**src/rtl/spi_attr_pkg.sv**
```systemverilog
package spi_attr_pkg;

  localparam int IDX_W = 5;  // holds 0..16 frame-bit indices

  typedef struct packed {
    logic        dbl;        // halve the SCK half-period
    logic [3:0]  fsz;        // frame bits minus one
    logic        cpol;       // SCK idle level
    logic        cpha;       // 0: sample leading, 1: sample trailing
    logic        lsb_first;  // bit order
    logic [7:0]  pre;        // stored timing prescalers, unused here
    logic [11:0] dly;        // stored timing scalers, unused here
    logic [3:0]  br;         // rate code
  } attr_t;

  localparam logic [31:0] ATTR_RST = 32'h7800_0000;

  localparam logic [1:0] ADDR_ATTR0 = 2'd0;
  localparam logic [1:0] ADDR_ATTR1 = 2'd1;
  localparam logic [1:0] ADDR_COUNT = 2'd2;

  typedef enum logic [1:0] {ST_IDLE, ST_LEAD, ST_XFER, ST_TRAIL} eng_state_t;

  // Clocks per SCK half-period.
  function automatic logic [IDX_W-1:0] half_clocks(attr_t a);
    logic [IDX_W-1:0] base;
    base = {1'b0, a.br} + 5'd1;
    if (a.dbl) begin
      base = base >> 1;
      if (base == 5'd0) base = 5'd1;
    end
    return base;
  endfunction

  // Frame length in bits.
  function automatic logic [IDX_W-1:0] frame_len(attr_t a);
    return {1'b0, a.fsz} + 5'd1;
  endfunction

  // Data-word position of the j-th bit on the wire.
  function automatic logic [IDX_W-1:0] bit_slot(logic [IDX_W-1:0] j,
                                                logic [IDX_W-1:0] n,
                                                logic lsb);
    return lsb ? j : (n - 5'd1 - j);
  endfunction

endpackage

```
**src/rtl/spi_attr_timer.sv**
```systemverilog
module spi_attr_timer #(
  parameter int HW = 5
) (
  input  logic          clk,
  input  logic          rst_n,
  input  logic          restart,
  input  logic [HW-1:0] half,
  output logic          tick
);
  logic [HW-1:0] cnt_q;

  assign tick = (cnt_q == half - HW'(1));

  always_ff @(posedge clk or negedge rst_n) begin
    if (!rst_n)              cnt_q <= '0;
    else if (restart || tick) cnt_q <= '0;
    else                     cnt_q <= cnt_q + HW'(1);
  end
endmodule

```
**src/rtl/spi_attr_shifter.sv**
```systemverilog
module spi_attr_shifter
  import spi_attr_pkg::*;
#(
  parameter int DATA_W = 16
) (
  input  logic              clk,
  input  logic              rst_n,
  input  logic              load,
  input  logic              done,
  input  logic              cpha_i,
  input  logic              lsb_i,
  input  logic [IDX_W-1:0]  nbits_i,
  input  logic [DATA_W-1:0] tx_i,
  input  logic              lead_edge,
  input  logic              trail_edge,
  input  logic              miso,
  output logic              mosi,
  output logic [DATA_W-1:0] rx_word
);
  localparam int SW = $clog2(DATA_W);

  logic [DATA_W-1:0] tx_q, rx_q;
  logic [IDX_W-1:0]  n_q, oidx_q, sidx_q;
  logic              lsb_q, cpha_q, mosi_q;

  logic [IDX_W-1:0] o_pos, o_pos_nx, s_pos, first_pos;
  assign o_pos     = bit_slot(oidx_q, n_q, lsb_q);
  assign o_pos_nx  = bit_slot(oidx_q + IDX_W'(1), n_q, lsb_q);
  assign s_pos     = bit_slot(sidx_q, n_q, lsb_q);
  assign first_pos = bit_slot('0, nbits_i, lsb_i);

  always_ff @(posedge clk or negedge rst_n) begin
    if (!rst_n) begin
      tx_q   <= '0;
      rx_q   <= '0;
      n_q    <= IDX_W'(1);
      oidx_q <= '0;
      sidx_q <= '0;
      lsb_q  <= 1'b0;
      cpha_q <= 1'b0;
      mosi_q <= 1'b0;
    end else if (load) begin
      tx_q   <= tx_i;
      rx_q   <= '0;
      n_q    <= nbits_i;
      oidx_q <= '0;
      sidx_q <= '0;
      lsb_q  <= lsb_i;
      cpha_q <= cpha_i;
      mosi_q <= cpha_i ? 1'b0 : tx_i[first_pos[SW-1:0]];
    end else begin
      if (lead_edge) begin
        if (cpha_q) begin
          mosi_q <= tx_q[o_pos[SW-1:0]];
          oidx_q <= oidx_q + IDX_W'(1);
        end else begin
          rx_q[s_pos[SW-1:0]] <= miso;
          sidx_q <= sidx_q + IDX_W'(1);
        end
      end
      if (trail_edge) begin
        if (cpha_q) begin
          rx_q[s_pos[SW-1:0]] <= miso;
          sidx_q <= sidx_q + IDX_W'(1);
        end else if (oidx_q + IDX_W'(1) < n_q) begin
          mosi_q <= tx_q[o_pos_nx[SW-1:0]];
          oidx_q <= oidx_q + IDX_W'(1);
        end
      end
      if (done) mosi_q <= 1'b0;
    end
  end

  assign mosi    = mosi_q;
  assign rx_word = rx_q;
endmodule

```
**src/rtl/spi_attr_regs.sv**
```systemverilog
module spi_attr_regs
  import spi_attr_pkg::*;
#(
  parameter int CNT_W  = 16,
  parameter int N_ATTR = 2
) (
  input  logic             clk,
  input  logic             rst_n,
  input  logic             wr_en,
  input  logic [1:0]       addr,
  input  logic [31:0]      wr_data,
  input  logic             busy,
  input  logic             cnt_clr,
  input  logic             cnt_inc,
  input  logic             sel,
  output attr_t            attr_sel,
  output logic [31:0]      attr0,
  output logic [31:0]      attr1,
  output logic [31:0]      rd_data,
  output logic [CNT_W-1:0] count
);
  logic [31:0]      bank_q [N_ATTR];
  logic [CNT_W-1:0] cnt_q;
  logic             cnt_wr;

  assign cnt_wr = wr_en && (addr == ADDR_COUNT);

  always_ff @(posedge clk or negedge rst_n) begin
    if (!rst_n) begin
      for (int i = 0; i < N_ATTR; i++) bank_q[i] <= ATTR_RST;
    end else if (wr_en && !busy) begin
      for (int i = 0; i < N_ATTR; i++)
        if (addr == 2'(i)) bank_q[i] <= wr_data;
    end
  end

  always_ff @(posedge clk or negedge rst_n) begin
    if (!rst_n)       cnt_q <= '0;
    else if (cnt_wr)  cnt_q <= wr_data[CNT_W-1:0];
    else if (cnt_clr) cnt_q <= '0;
    else if (cnt_inc) cnt_q <= cnt_q + CNT_W'(1);
  end

  assign attr0    = bank_q[0];
  assign attr1    = bank_q[1];
  assign attr_sel = sel ? attr_t'(bank_q[1]) : attr_t'(bank_q[0]);
  assign count    = cnt_q;

  always_comb begin
    case (addr)
      ADDR_ATTR0: rd_data = bank_q[0];
      ADDR_ATTR1: rd_data = bank_q[1];
      ADDR_COUNT: rd_data = 32'(cnt_q);
      default:    rd_data = '0;
    endcase
  end
endmodule

```
**src/rtl/spi_attr_master.sv**
```systemverilog
module spi_attr_master
  import spi_attr_pkg::*;
#(
  parameter int DATA_W = 16,
  parameter int CNT_W  = 16
) (
  input  logic              clk,
  input  logic              rst_n,
  input  logic              cmd_valid,
  output logic              cmd_ready,
  input  logic              cmd_sel,
  input  logic              cmd_clr_cnt,
  input  logic [DATA_W-1:0] cmd_data,
  input  logic              reg_we,
  input  logic [1:0]        reg_addr,
  input  logic [31:0]       reg_wdata,
  output logic [31:0]       reg_rdata,
  output logic [CNT_W-1:0]  xfer_count,
  output logic              sck,
  output logic              cs_n,
  output logic              mosi,
  input  logic              miso,
  output logic              busy,
  output logic              rx_valid,
  output logic [DATA_W-1:0] rx_data
);
  localparam int EDGE_W = IDX_W + 1;

  eng_state_t        state_q;
  logic              ph_q;
  logic [EDGE_W-1:0] edge_q;
  logic [IDX_W-1:0]  half_q, nbits_q;
  logic              sck_q, cs_n_q, rxv_q;
  logic [DATA_W-1:0] rxd_q, rx_word;

  // Named internal events
  attr_t             attr_sel;
  logic [31:0]       attr0_w, attr1_w;
  logic              tick, accept, done;
  logic              lead_edge, trail_edge, last_edge;
  logic              cnt_inc, cnt_clr;
  logic [EDGE_W-1:0] last_idx;

  assign accept     = cmd_valid && (state_q == ST_IDLE);
  assign last_idx   = {nbits_q, 1'b0} - EDGE_W'(1);
  assign lead_edge  = (state_q == ST_XFER) && tick && !edge_q[0];
  assign trail_edge = (state_q == ST_XFER) && tick &&  edge_q[0];
  assign last_edge  = (state_q == ST_XFER) && tick && (edge_q == last_idx);
  assign done       = (state_q == ST_TRAIL) && tick && ph_q;
  assign cnt_inc    = last_edge;
  assign cnt_clr    = accept && cmd_clr_cnt;

  spi_attr_regs #(.CNT_W(CNT_W)) u_regs (
    .clk      (clk),
    .rst_n    (rst_n),
    .wr_en    (reg_we),
    .addr     (reg_addr),
    .wr_data  (reg_wdata),
    .busy     (busy),
    .cnt_clr  (cnt_clr),
    .cnt_inc  (cnt_inc),
    .sel      (cmd_sel),
    .attr_sel (attr_sel),
    .attr0    (attr0_w),
    .attr1    (attr1_w),
    .rd_data  (reg_rdata),
    .count    (xfer_count)
  );

  spi_attr_timer #(.HW(IDX_W)) u_timer (
    .clk     (clk),
    .rst_n   (rst_n),
    .restart (accept),
    .half    (half_q),
    .tick    (tick)
  );

  spi_attr_shifter #(.DATA_W(DATA_W)) u_shift (
    .clk        (clk),
    .rst_n      (rst_n),
    .load       (accept),
    .done       (done),
    .cpha_i     (attr_sel.cpha),
    .lsb_i      (attr_sel.lsb_first),
    .nbits_i    (frame_len(attr_sel)),
    .tx_i       (cmd_data),
    .lead_edge  (lead_edge),
    .trail_edge (trail_edge),
    .miso       (miso),
    .mosi       (mosi),
    .rx_word    (rx_word)
  );

  always_ff @(posedge clk or negedge rst_n) begin
    if (!rst_n) begin
      state_q <= ST_IDLE;
      ph_q    <= 1'b0;
      edge_q  <= '0;
      half_q  <= IDX_W'(1);
      nbits_q <= IDX_W'(1);
      sck_q   <= 1'b0;
      cs_n_q  <= 1'b1;
    end else begin
      case (state_q)
        ST_IDLE: if (accept) begin
          state_q <= ST_LEAD;
          ph_q    <= 1'b0;
          edge_q  <= '0;
          half_q  <= half_clocks(attr_sel);
          nbits_q <= frame_len(attr_sel);
          sck_q   <= attr_sel.cpol;
          cs_n_q  <= 1'b0;
        end
        ST_LEAD: if (tick) begin
          ph_q <= ~ph_q;
          if (ph_q) state_q <= ST_XFER;
        end
        ST_XFER: if (tick) begin
          sck_q  <= ~sck_q;
          edge_q <= edge_q + EDGE_W'(1);
          if (last_edge) begin
            state_q <= ST_TRAIL;
            ph_q    <= 1'b0;
          end
        end
        ST_TRAIL: if (tick) begin
          ph_q <= ~ph_q;
          if (ph_q) begin
            state_q <= ST_IDLE;
            cs_n_q  <= 1'b1;
          end
        end
        default: state_q <= ST_IDLE;
      endcase
    end
  end

  always_ff @(posedge clk or negedge rst_n) begin
    if (!rst_n) begin
      rxv_q <= 1'b0;
      rxd_q <= '0;
    end else begin
      rxv_q <= done;
      if (done) rxd_q <= rx_word;
    end
  end

  assign cmd_ready = (state_q == ST_IDLE);
  assign busy      = (state_q != ST_IDLE);
  assign sck       = sck_q;
  assign cs_n      = cs_n_q;
  assign rx_valid  = rxv_q;
  assign rx_data   = rxd_q;
endmodule

```
**config.mk**
```make
export PLATFORM = sky130hd
export DESIGN_NAME = spi_attr_master
export DESIGN_NICKNAME = d
export VERILOG_FILES = /design/src/rtl/spi_attr_pkg.sv /design/src/rtl/spi_attr_timer.sv /design/src/rtl/spi_attr_shifter.sv /design/src/rtl/spi_attr_regs.sv /design/src/rtl/spi_attr_master.sv
export SDC_FILE = /design/constraint.sdc
export NUM_CORES = 1
export LEC_CHECK = 0
export BUFFER_PORTS_ARGS = -buffer_cell sky130_fd_sc_hd__clkbuf_2
export CAP_MARGIN = 20
export CORE_ASPECT_RATIO = 1.1
export CORE_MARGIN = 2
export CORE_UTILIZATION = 40
export CTS_CLUSTER_SIZE = 10
export DETAILED_ROUTE_END_ITERATION = 16
export GPL_TIMING_DRIVEN = 0
export HOLD_SLACK_MARGIN = 0.12
export PLACE_DENSITY = 0.57
export RECOVER_POWER = 25
export SLEW_MARGIN = 20
export SYNTH_ARGS = -nofsm -noshare
export SYNTH_HDL_FRONTEND = slang
export SYNTH_SLANG_ARGS = --single-unit
```
**constraint.sdc**
```tcl
create_clock -name clk -period 4.7 [get_ports clk]
set_clock_uncertainty 0.2 [all_clocks]
set_input_delay 0.235 -clock clk [delete_from_list [all_inputs] [get_ports clk]]
set_output_delay 0.235 -clock clk [all_outputs]
set_load 0.1 [all_outputs]
```
==> summary by stage <==
Status
The flow ran to the end, but the final reports show violations. The checks that failed: max-capacitance violations, max-slew violations.

Die
In this run the vertical extent of the chip is about 170 um. In this run the horizontal extent of the chip is 153 um. Row generation in the floorplan step produced slightly below 60 rows. The initial standard-cell utilization of the core is 0.408. The region available for standard cell placement spans ~24,000 sq um. The floorplan step defined a die boundary enclosing 25,500 sq um. During I/O placement, the number of pins put on the boundary was roughly 130.

Finish
The diode insertion count for antenna repair is 0. The area of the multi-input gates is 5140 sq um. Compared with the post-synthesis result, the final layout area differs by 22.1%.

The number of nets in the layout is about 1,200. The sequential cell area in the final layout is ~4200 sq um. The count of filler cells inserted in the layout is between 2,000 and 2,500. The most frequent standard cell in the layout excluding fill and tap cells is dfrtp_1.

In the layout the commonest cells are dfrtp_1, nand2_1, clkbuf_2. The cell area after layout is about 12,000 sq um. The share of post-route cells with drive strength above 1 is 0.252.

STA
After layout, the worst setup slack is between 700 and 800 ps. Setup violations remaining at the end of the flow were counted as 0. The transition at the pin with the smallest max-transition slack is 2090 ps. The max-slew violation total from the final report was between 80 and 90. The maximum operating frequency is roughly 250 MHz. Setup total negative slack on the finished layout was measured at 0 ps.

Setup repair after global routing left no endpoint under its margin. The final-report hold violation count is 0. The worst-case headroom to the max-slew limit is -0.393. The minimum clock period is 3950 ps.

Dividing the final minimum period by the clock period gives 0.841.

Pwr
Cell internal power was estimated by the tool at around 4.2 mW. Of the total power, registers draw 0.299. The share of total power dissipated in combinational logic is 0.526. The switching power summed over all nets is 3.78 mW. The worst-case IR drop observed on VDD is 0.000398 V. The leakage dissipation is 5.41 nW. The switching fraction of total power is 0.476. The areal power density over the cells is ~670 nW/um^2. The clock group share of total power is 0.175.

Setup path
The cell at the slowest stage of the critical path is dfstp_2. For the worst setup path, the data required time is 4800 ps. The worst setup path startpoint is u_shift.n_q[0]. The number of buffer and inverter stages on the critical path is 2.

Walking the worst path, the cells encountered are inv_1 > ha_1 > inv_1 > fa_1 > mux2_4 > mux4_2 > nor2b_1 > a211oi_1 > a2111oi_0 > or4_1. Among cell families on the critical path, the largest total delay comes from adder cells. The worst setup path is of the reg -> reg kind. For flop-to-flop paths, the worst setup slack is about 750 ps. The largest incremental delay on the critical path is 680 ps. The worst setup path is launched from a register. The endpoint arrival time on the critical path is 4050 ps. The maximum fanout along the worst path is 7. The startpoint identified for the worst register-to-register timing path is u_shift.n_q[0]. The worst-case reg-to-reg path depth is 10.

The capturing point of the worst reg2reg path is u_shift.mosi. The most numerous cell type found on the critical path is inv_1. The kind of end point of the critical path is a register.

Place
The instance area after placement is about 11,000 sq um. The HPWL reported at the end of detailed placement is roughly 19,000 um. The pre-CTS setup slack is about 740 ps. At the end of routability-driven placement, the weighted congestion stood at around 0.85. Input and output buffers added on the ports amount to ~120.

Route
The post-detailed-route count of antenna-violating nets is 0. The number of detailed-routing iterations run before antenna repair is 5. In the routed design, unresolved DRC markers number 0.

The number of vias in the routed layout is between 7,000 and 8,000. For this block, the initial DRC count from the detailed router was between 300 and 400. The final layout contains routed wiring with a total length of 26,300 um.

The per-cell via count in the routed design is ~5.4. The average wire per cell in the routed design is between 15 and 20 um.

Worst hold path
The classification of the worst-slack hold path is reg -> reg. The worst hold path passes through 2 cells. In this run the most critical hold path is launched from u_shift.tx_q[4].

The worst hold path terminates at u_shift.tx_q[4].

Clock network
The clock transition at the register clock pins on the worst setup and hold paths after CTS is ~70 ps. TritonCTS built the clock tree. The clock drives approximately 170 sinks.

The insertion delay of the later-clocked pin in the worst-skew pair is roughly 430 ps. The clock passes through at most 2 buffers. The clock root buffer is clkbuf_16. The depth of the CTS H-tree is 4. The number of clock buffers inserted by TritonCTS is 17.

Job
The tool flagged a number of max-cap violations equal to 1.

GRT
The maximum number of pins on one net before global-route repair is between 80 and 90. The first global-routing pass estimated between 40,000 and 50,000 um of wire. The via count of the first global-routing pass came to around 8,100. The overall global routing resource usage is 0.208.

The initial antenna violation count is 0. For this run the aggregate overflow at the end of global routing stands at 0.

Synthesis
The cell count after synthesis came out at ~960. A synthesized cell averages 10.1 sq um. The cell area that synthesis handed to floorplanning was between 9000 and 10,000 sq um. The net count after synthesis is roughly 1,000. The total of flip-flops plus latches after synthesis is 167. The fraction of registers with async set/reset is 1.00. The share of the Yosys chip area taken by registers is 0.432. In the synthesized netlist the dominant register cell turns out to be dfrtp_1. During synthesis, Yosys emitted a total of 0 warnings. The count of different cell masters after synthesis is 84. The number of synthesized flops with an enable pin is 0.
==> registers in the layout, summed over array words and instances (netlist names), 2 cells and up <==
name             flops
u_regs.attr1        32
u_regs.attr0        32
u_shift.tx_q        16
half_q               5
u_shift.oidx_q       5
u_timer.cnt_q        5
rx_data             16
state_q              2
u_shift.rx_word     16
u_shift.sidx_q       4
edge_q               6
u_regs.count        16
u_shift.n_q          5
==> how the worst max path moves through the flow <==
stage / cells after the start / slack [ps] / end
final: 10 / 750 / u_shift.mosi
after detailed placement: 11 / 740 / u_shift.mosi
after CTS: 11 / 740 / u_shift.mosi
after floorplan: 7 / 890 / u_regs.attr0[0]
after global routing: 4 / 510 / u_regs.count[0]
after global placement: 1 / -20 / u_regs.attr1[5]
==> power groups by stage <==
stage / registers, mW / clock network, mW / logic, mW
floorplan: 2.57 / 0 / 3.07
global placement: 2.39 / 0 / 4.09
detailed placement: 2.40 / 0 / 4.14
CTS: 2.37 / 1.42 / 4.20
global route: 2.45 / 1.48 / 4.52
finish: 2.38 / 1.39 / 4.18
==> through the flow <==
| stage | power [mW] | hold WS [ps] | std cells | util |
|---|---|---|---|---|
| 2_1_floorplan | 5.64 | -261 | 959 | - |
| 3_3_place_gp | 6.47 | 256 | 1386 | 0.450 |
| 3_5_place_dp | 6.54 | -112 | 1388 | 0.453 |
| 4_1_cts | 7.99 | 205 | 1476 | 0.500 |
| 5_1_grt | 8.46 | 321 | 1476 | 0.499 |
| 6_report | 7.95 | 298 | 1476 | 0.499 |
==> final cells by class <==
type | instances | area share
sequential | 167 | 0.354
clock inverter | 13 | 0.0118
tap | 305 | 0.0322
buffer | 50 | 0.0215
multi-input combinational | 709 | 0.434
clock buffer | 19 | 0.0365
inverter | 33 | 0.0104
timing repair buffer | 180 | 0.100
==> cell families after synthesis <==
| kind of cell | synth area share |
|---|---|
| xor+xnor | 0.0334 |
| fa+ha+maj | 0.0410 |
| flops | 0.432 |
| simple gates | 0.155 |
| compound gates | 0.122 |
| mux | 0.178 |
| buf+inv | 0.0391 |
==> synthesized netlist by cell type (4+ instances only) <==
cell type / number / area share
dfrtp_1: 156 / 0.40
nand2_1: 133 / 0.051
mux2_2: 83 / 0.096
nor2_1: 65 / 0.025
mux2i_1: 63 / 0.065
a21oi_1: 52 / 0.027
o21ai_0: 51 / 0.026
clkbuf_1: 34 / 0.013
inv_1: 32 / 0.012
ha_1: 27 / 0.035
nand3_1: 27 / 0.014
xnor2_1: 22 / 0.020
xor2_1: 15 / 0.014
nor3_1: 13 / 0.0067
o31ai_1: 12 / 0.0093
dfstp_2: 11 / 0.030
nor2b_1: 11 / 0.0071
nand2b_1: 7 / 0.0045
a211oi_1: 6 / 0.0046
buf_2: 6 / 0.0031
nand4_1: 6 / 0.0039
nor3b_1: 6 / 0.0046
o211ai_1: 5 / 0.0039
o41ai_1: 5 / 0.0045
a2111oi_0: 4 / 0.0036
a221oi_1: 4 / 0.0036
clkbuf_8: 4 / 0.0057
mux4_2: 4 / 0.0093
nor4_2: 4 / 0.0052
o21ai_1: 4 / 0.0021
o311ai_1: 4 / 0.0036
or4_1: 4 / 0.0031
==> what timing repair did <==
item	CTS	global route
setup buffers	0	0
endpoints found under the hold margin	197	0
gates resized for setup	0	0
hold buffers	56	0
==> tightest hold or removal path, delay by kind of cell, from the launching register on <==
kind	cells	cell delay, ps
simple gates	2	100
flops	1	360
==> per-layer routing <==
metal,up-vias,share of wire,GRT usage
met5,-,0,0
met4,0,0.011,0.0483
met3,21,0.037,0.0347
met2,154,0.52,0.372
met1,3912,0.43,0.263
li1,3821,-,-
(Power assumes the default switching activity.)
